<file path="src/rtl/mrg_pkg.sv">
package mrg_pkg;
    typedef enum logic [2:0] {
        CMD_OTHER    = 3'd0,
        CMD_PRE_ALL  = 3'd1,
        CMD_PRE_BANK = 3'd2,
        CMD_ACT      = 3'd3,
        CMD_MRS      = 3'd4,
        CMD_SR_ENTER = 3'd5,
        CMD_SR_EXIT  = 3'd6,
        CMD_READ     = 3'd7
    } cmd_e;
endpackage

</file>
<file path="src/rtl/mrg_bank_map.sv">
module mrg_bank_map #(
    parameter int NUM_BANKS = 4,
    localparam int BANK_W = $clog2(NUM_BANKS)
) (
    input  logic              clk,
    input  logic              rst_n,
    input  logic              act_en,
    input  logic              pre_one_en,
    input  logic              pre_all_en,
    input  logic [BANK_W-1:0] bank,
    output logic              all_closed
);
    typedef struct packed {
        logic [NUM_BANKS-1:0] open;
    } map_t;

    map_t st_d, st_q;

    always_comb begin
        st_d = st_q;
        if (pre_all_en) begin
            st_d.open = '0;
        end else begin
            for (int b = 0; b < NUM_BANKS; b++) begin
                if (bank == BANK_W'(b)) begin
                    if (act_en)     st_d.open[b] = 1'b1;
                    if (pre_one_en) st_d.open[b] = 1'b0;
                end
            end
        end
    end

    always_ff @(posedge clk or negedge rst_n) begin
        if (!rst_n) st_q <= '0;
        else        st_q <= st_d;
    end

    assign all_closed = (st_q.open == '0);

    // an activated bank is open on the following cycle
    p_act_opens_r2: assert property (@(posedge clk) disable iff (!rst_n)
        act_en |=> !all_closed);
    // precharge-all leaves nothing open
    p_pre_all_closes_r2: assert property (@(posedge clk) disable iff (!rst_n)
        pre_all_en |=> all_closed);
endmodule

</file>
<file path="src/rtl/mrg_trp_timer.sv">
module mrg_trp_timer #(
    parameter int TRP = 3,
    localparam int CW = $clog2(TRP + 1)
) (
    input  logic clk,
    input  logic rst_n,
    input  logic arm,
    output logic ready
);
    typedef struct packed {
        logic [CW-1:0] cnt;
    } tmr_t;

    tmr_t st_d, st_q;

    always_comb begin
        st_d = st_q;
        if (arm)                st_d.cnt = CW'(TRP - 1);
        else if (st_q.cnt != 0) st_d.cnt = st_q.cnt - 1'b1;
    end

    always_ff @(posedge clk or negedge rst_n) begin
        if (!rst_n) st_q <= '0;
        else        st_q <= st_d;
    end

    assign ready = (st_q.cnt == '0);

    // counter walks down by one per cycle while the interval runs
    p_countdown_r3: assert property (@(posedge clk) disable iff (!rst_n)
        (!ready && !arm) |=> (st_q.cnt == $past(st_q.cnt) - 1'b1));
    // arming with an interval above one cycle blocks the next cycle
    p_arm_blocks_r3: assert property (@(posedge clk) disable iff (!rst_n)
        (arm && TRP > 1) |=> !ready);
endmodule

</file>
<file path="src/rtl/mrg_dll_settle.sv">
module mrg_dll_settle #(
    parameter int SETTLE = 200,
    localparam int CW = $clog2(SETTLE + 1)
) (
    input  logic clk,
    input  logic rst_n,
    input  logic enable_ev,
    input  logic disable_ev,
    output logic dll_on,
    output logic read_ok
);
    typedef struct packed {
        logic          on;
        logic [CW-1:0] cnt;
    } dll_t;

    dll_t st_d, st_q;

    always_comb begin
        st_d = st_q;
        if (enable_ev) begin
            st_d.on  = 1'b1;
            st_d.cnt = CW'(SETTLE - 1);
        end else if (disable_ev) begin
            st_d.on  = 1'b0;
            st_d.cnt = '0;
        end else if (st_q.cnt != 0) begin
            st_d.cnt = st_q.cnt - 1'b1;
        end
    end

    always_ff @(posedge clk or negedge rst_n) begin
        if (!rst_n) st_q <= '0;
        else        st_q <= st_d;
    end

    assign dll_on  = st_q.on;
    assign read_ok = st_q.on && (st_q.cnt == '0);

    // any enable event holds reads off on the next cycle
    p_enable_holds_r5: assert property (@(posedge clk) disable iff (!rst_n)
        (enable_ev && SETTLE > 1) |=> !read_ok);
    // a disable leaves the DLL off and reads blocked
    p_disable_off_r7: assert property (@(posedge clk) disable iff (!rst_n)
        (disable_ev && !enable_ev) |=> (!dll_on && !read_ok));
    // while off, the DLL stays off without an enable event
    p_stays_off_r6: assert property (@(posedge clk) disable iff (!rst_n)
        (!dll_on && !enable_ev) |=> !dll_on);
endmodule

</file>
<file path="src/rtl/dram_cmd_guard.sv">
module dram_cmd_guard #(
    parameter int NUM_BANKS = 4,
    parameter int TRP       = 3,
    parameter int SETTLE    = 200,
    localparam int BANK_W   = $clog2(NUM_BANKS)
) (
    input  logic              clk,
    input  logic              rst_n,
    input  logic              req_valid,
    input  logic [2:0]        req_cmd,
    input  logic [BANK_W-1:0] req_bank,
    input  logic              req_dll_en,
    output logic              grant,
    output logic              stall,
    output logic              violation
);
    import mrg_pkg::*;

    cmd_e cmd;
    logic all_closed, trp_ready, dll_on, read_ok;
    logic is_mrs, is_read, legal;

    assign cmd     = cmd_e'(req_cmd);
    assign is_mrs  = req_valid && (cmd == CMD_MRS);
    assign is_read = req_valid && (cmd == CMD_READ);

    always_comb begin
        legal = 1'b1;
        if (is_mrs)  legal = all_closed && trp_ready;
        if (is_read) legal = read_ok;
    end

    assign grant     = req_valid && legal;
    assign stall     = req_valid && !legal;
    assign violation = (is_mrs && !all_closed) || (is_read && !dll_on);

    mrg_bank_map #(.NUM_BANKS(NUM_BANKS)) u_banks (
        .clk        (clk),
        .rst_n      (rst_n),
        .act_en     (grant && cmd == CMD_ACT),
        .pre_one_en (grant && cmd == CMD_PRE_BANK),
        .pre_all_en (grant && cmd == CMD_PRE_ALL),
        .bank       (req_bank),
        .all_closed (all_closed)
    );

    mrg_trp_timer #(.TRP(TRP)) u_trp (
        .clk   (clk),
        .rst_n (rst_n),
        .arm   (grant && cmd == CMD_PRE_ALL),
        .ready (trp_ready)
    );

    mrg_dll_settle #(.SETTLE(SETTLE)) u_dll (
        .clk        (clk),
        .rst_n      (rst_n),
        .enable_ev  (grant && ((cmd == CMD_MRS && req_dll_en) || cmd == CMD_SR_EXIT)),
        .disable_ev (grant && cmd == CMD_MRS && !req_dll_en),
        .dll_on     (dll_on),
        .read_ok    (read_ok)
    );

    // grant and stall never together, nothing without a request
    p_excl_r8: assert property (@(posedge clk) disable iff (!rst_n)
        !(grant && stall));
    p_idle_r8: assert property (@(posedge clk) disable iff (!rst_n)
        !req_valid |-> (!grant && !stall && !violation));
    // a violation is always a stall
    p_viol_stalls_r1: assert property (@(posedge clk) disable iff (!rst_n)
        violation |-> stall);
    // a stalled mode-register write leaves the DLL state unchanged
    p_stalled_mrs_r9: assert property (@(posedge clk) disable iff (!rst_n)
        (is_mrs && stall) |=> (dll_on == $past(dll_on)));
endmodule

</file>
<file path="config.mk">
export PLATFORM = sky130hd
export DESIGN_NAME = dram_cmd_guard
export DESIGN_NICKNAME = d
export VERILOG_FILES = /design/src/rtl/mrg_pkg.sv /design/src/rtl/mrg_bank_map.sv /design/src/rtl/mrg_trp_timer.sv /design/src/rtl/mrg_dll_settle.sv /design/src/rtl/dram_cmd_guard.sv
export SDC_FILE = /design/constraint.sdc
export NUM_CORES = 1
export LEC_CHECK = 0
export CORE_AREA = 2 2 75 59
export CTS_CLUSTER_DIAMETER = 200
export CTS_CLUSTER_SIZE = 12
export DETAILED_ROUTE_END_ITERATION = 8
export DIE_AREA = 0 0 77 61
export PLACE_DENSITY = 0.46
export SKIP_LAST_GASP = 1
export SYNTH_ARGS = -nofsm -noshare
export SYNTH_HDL_FRONTEND = slang
export SYNTH_SLANG_ARGS = --single-unit
</file>
<file path="constraint.sdc">
create_clock -name clk -period 1.3 [get_ports clk]
set_input_delay 0.195 -clock clk [delete_from_list [all_inputs] [get_ports clk]]
set_output_delay 0.195 -clock clk [all_outputs]
set_load 0.05 [all_outputs]
</file>
==> flow_summary.toml <==
[status]
status = "complete, but fails checks"
violations = "negative setup slack"

[floorplan]
die-area_sq_um = 4700
num_rows = 20
die_width_um = 77
start_util = 0.235
coreArea_sq_um = 3950
io-pin-count = 12
die_h_um = 61

[clock_network]
clk_pin_slew_worst_paths_ps = 60
ctsHtreeMaxLevel = 1
cts_root_buf = "clkbuf_8"
cts_tree = "yes"
cts.sinks = 15
clockBufferDepth = 2
cts_buffers = 3
clk_latency_ps = 250

[critical_path]
end_kind = "output pin"
cp_slowest_cell = "dfrtp_1"
path_buf_inv = 1
critPathLaunchType = "flip-flop"
cpPeakStageDelay_ps = 410
worstPathArrival_ps = 1660
cpLargestDelayFamily = "compound AO/OA/AOI/OAI gates"
crit_required_ps = 1110
path_cells = "nor4_4 -> a41oi_2 -> a21o_1 -> a21boi_4 -> buf_12"
crit_type = "reg -> out"
crit_fanout = 2

[synthesis]
synth_cell_type_count = 34
synth_area_sq_um = 930
synth_cells = 93
yosysSeqAreaShare = 0.404
ys_ff_latch = 15
avgSynthCellArea_sq_um = 10.0
synthesis.nets = 104
yosysWarningCount = 0

[flow_run]
drv_cap = 0

[timing]
fmaxAchievable_mhz = 540
finalHoldViolCount = 0
period_minus_slack_ps = 1850
worst_pin_slew_ps = 242
fin_worst_skew_ps = 1.93
maxSlewHeadroom = 0.834
finalWorstSetupSlack_ps = -551
finalSetupViolations = 12
slew_violations = 0
min_period_over_period = 1.42
rsz0062_at_grt = "yes"

[route]
drtPass1Iterations = 3
drc_errors = 0
routed_wl_um = 2310
routedWlPerCell_um = 11.7
postRouteAntennaNets = 0
dr.first_iter.drc_count = 14
viasPerCell = 4.21
num_vias = 833

[final_layout]
regArea_sq_um = 375
layout_common_cells = "buf_4 (33), dfrtp_1 (15), nand2_1 (10)"
nFillCells = 413
area_delta_synth_final_pct = 67.8
post-route-util = 0.395
diodes = 0
multiInputGateArea_sq_um = 637
drive_gt1_frac = 0.497
final_common_cell = "buf_4"
nets = 155

[power]
finalPower_w = 0.00274
pwr-share-comb = 0.568
vdd_drop_max_v = 0.000506
p_int_w = 0.00175
swShare = 0.361
clkPwrFrac = 0.140
p_leak_nw = 0.687
seqPwrFrac = 0.292
p_sw_w = 0.000989
power.density_nw_per_um2 = 1760

[placement]
dp_hpwl_um = 1760
gp_congestion = 0.680
portBuffers = 11

[global_route]
grt_max_degree = 16
antenna_found_initial = 0
grt_first_pass_wirelength_um = 4000
grt_use_total = 0.112
grt_pass1_vias = 888
overflow = 0

[hold_path]
hold_path.class = "in -> async"
## stage by stage
stage	std cells	TNS (ps)	cell area (sq um)	setup WS, ps	hold slack, ps
after floorplan	93	-1690	963	-397	-101
after global placement	189	-5660	1390	-466	473
after detailed placement	189	-6020	1390	-524	484
after CTS	195	-3380	1500	-590	265
after global routing	198	-5210	1560	-636	295
final	198	-3960	1560	-551	260
## final cells by class
class | instances | share of cell area
well taps | 55 | 0.0441
inverters | 5 | 0.0120
clock inverters | 1 | 0.00321
clock buffers | 3 | 0.0265
repair buffers | 47 | 0.265
multi-input cells | 72 | 0.408
flip-flops and latches | 15 | 0.241
## worst reg2reg max path: cells and delay by family (launching register included)
family / cells / cell delay, ps
and+or+nand+nor: 2 / 470
muxes: 1 / 220
buffers and inverters: 3 / 420
AOI/OAI and AO/OA: 1 / 50
DFF: 1 / 410
## power by group through the flow
stage	combinational (W)	sequential [W]	clock, W
2_1_floorplan	0.000733	0.000822	0
3_3_place_gp	0.00132	0.000798	0
3_5_place_dp	0.00136	0.000808	0
4_1_cts	0.00147	0.000803	0.000407
5_1_grt	0.00173	0.000830	0.000427
6_report	0.00156	0.000800	0.000383
## state kept, by name, indices dropped and copies added, names as in the netlist
name / count
u_banks.st_q: 4
u_dll.dll_on: 1
u_dll.st_q: 8
u_trp.st_q: 2
## Yosys cell counts, drive strengths merged
master / count / share of area
dfrtp: 15 / 0.40
o21ai: 1 / 0.0054
inv: 5 / 0.020
a21oi: 8 / 0.043
o31ai: 1 / 0.0081
a41oi: 1 / 0.0094
or3b: 2 / 0.022
mux2: 4 / 0.052
nor2: 9 / 0.036
nand3: 2 / 0.016
and3: 1 / 0.0081
and2: 1 / 0.0067
or3: 3 / 0.020
o21a: 1 / 0.0081
nand2: 10 / 0.040
nor4: 2 / 0.046
nand2b: 2 / 0.013
a21o: 1 / 0.0081
a21boi: 1 / 0.0081
nor2b: 1 / 0.0067
xnor2: 2 / 0.019
ha: 2 / 0.027
buf: 1 / 0.0054
nor3: 4 / 0.034
and4b: 1 / 0.012
a211o: 1 / 0.0094
xor2: 2 / 0.019
nor4bb: 1 / 0.011
mux2i: 7 / 0.075
a31oi: 1 / 0.0067
## logic make-up after synthesis
family / Yosys count / share of synthesized area
multiplexers: 11 / 0.128
flip-flops: 15 / 0.404
AO/OA/AOI/OAI: 16 / 0.106
buffers and inverters: 6 / 0.0256
AND/OR/NAND/NOR: 39 / 0.272
XOR/XNOR: 4 / 0.0377
adder cells (fa/ha/maj): 2 / 0.0269
## repair_timing
item / 4_1_cts / 5_1_grt
hold buffers: 0 / 0
buffers inserted: 4 / 3
pin swaps: 10 / 3
resized for setup: 16 / 10
endpoints found under the setup margin: 16 / 15
## routing by layer
metal / up-vias / wire length [um] / global-route usage
met2: 7 / 1140 / 0.192
met1: 392 / 1080 / 0.136
met3: 5 / 49 / 0.0223
met4: 0 / 49 / 0.0663
met5: - / 0 / 0
li1: 429 / - / -
## final timing paths
kind | start | end | slack [ps] | cells past startpoint
setup / recovery | u_dll.st_q[5] | grant | -550 | 5
hold / removal | rst_n | u_trp.st_q[1] | 260 | 2
setup reg to reg | u_banks.st_q[0] | u_dll.st_q[7] | -360 | 7
hold reg to reg | u_trp.st_q[1] | u_trp.st_q[1] | 490 | 1
max in group asynchronous | rst_n | u_dll.st_q[4] | 860 | 2
min in group clk | req_cmd[1] | u_banks.st_q[0] | 390 | 4
Note: power is estimated with default switching activity, not from simulation.
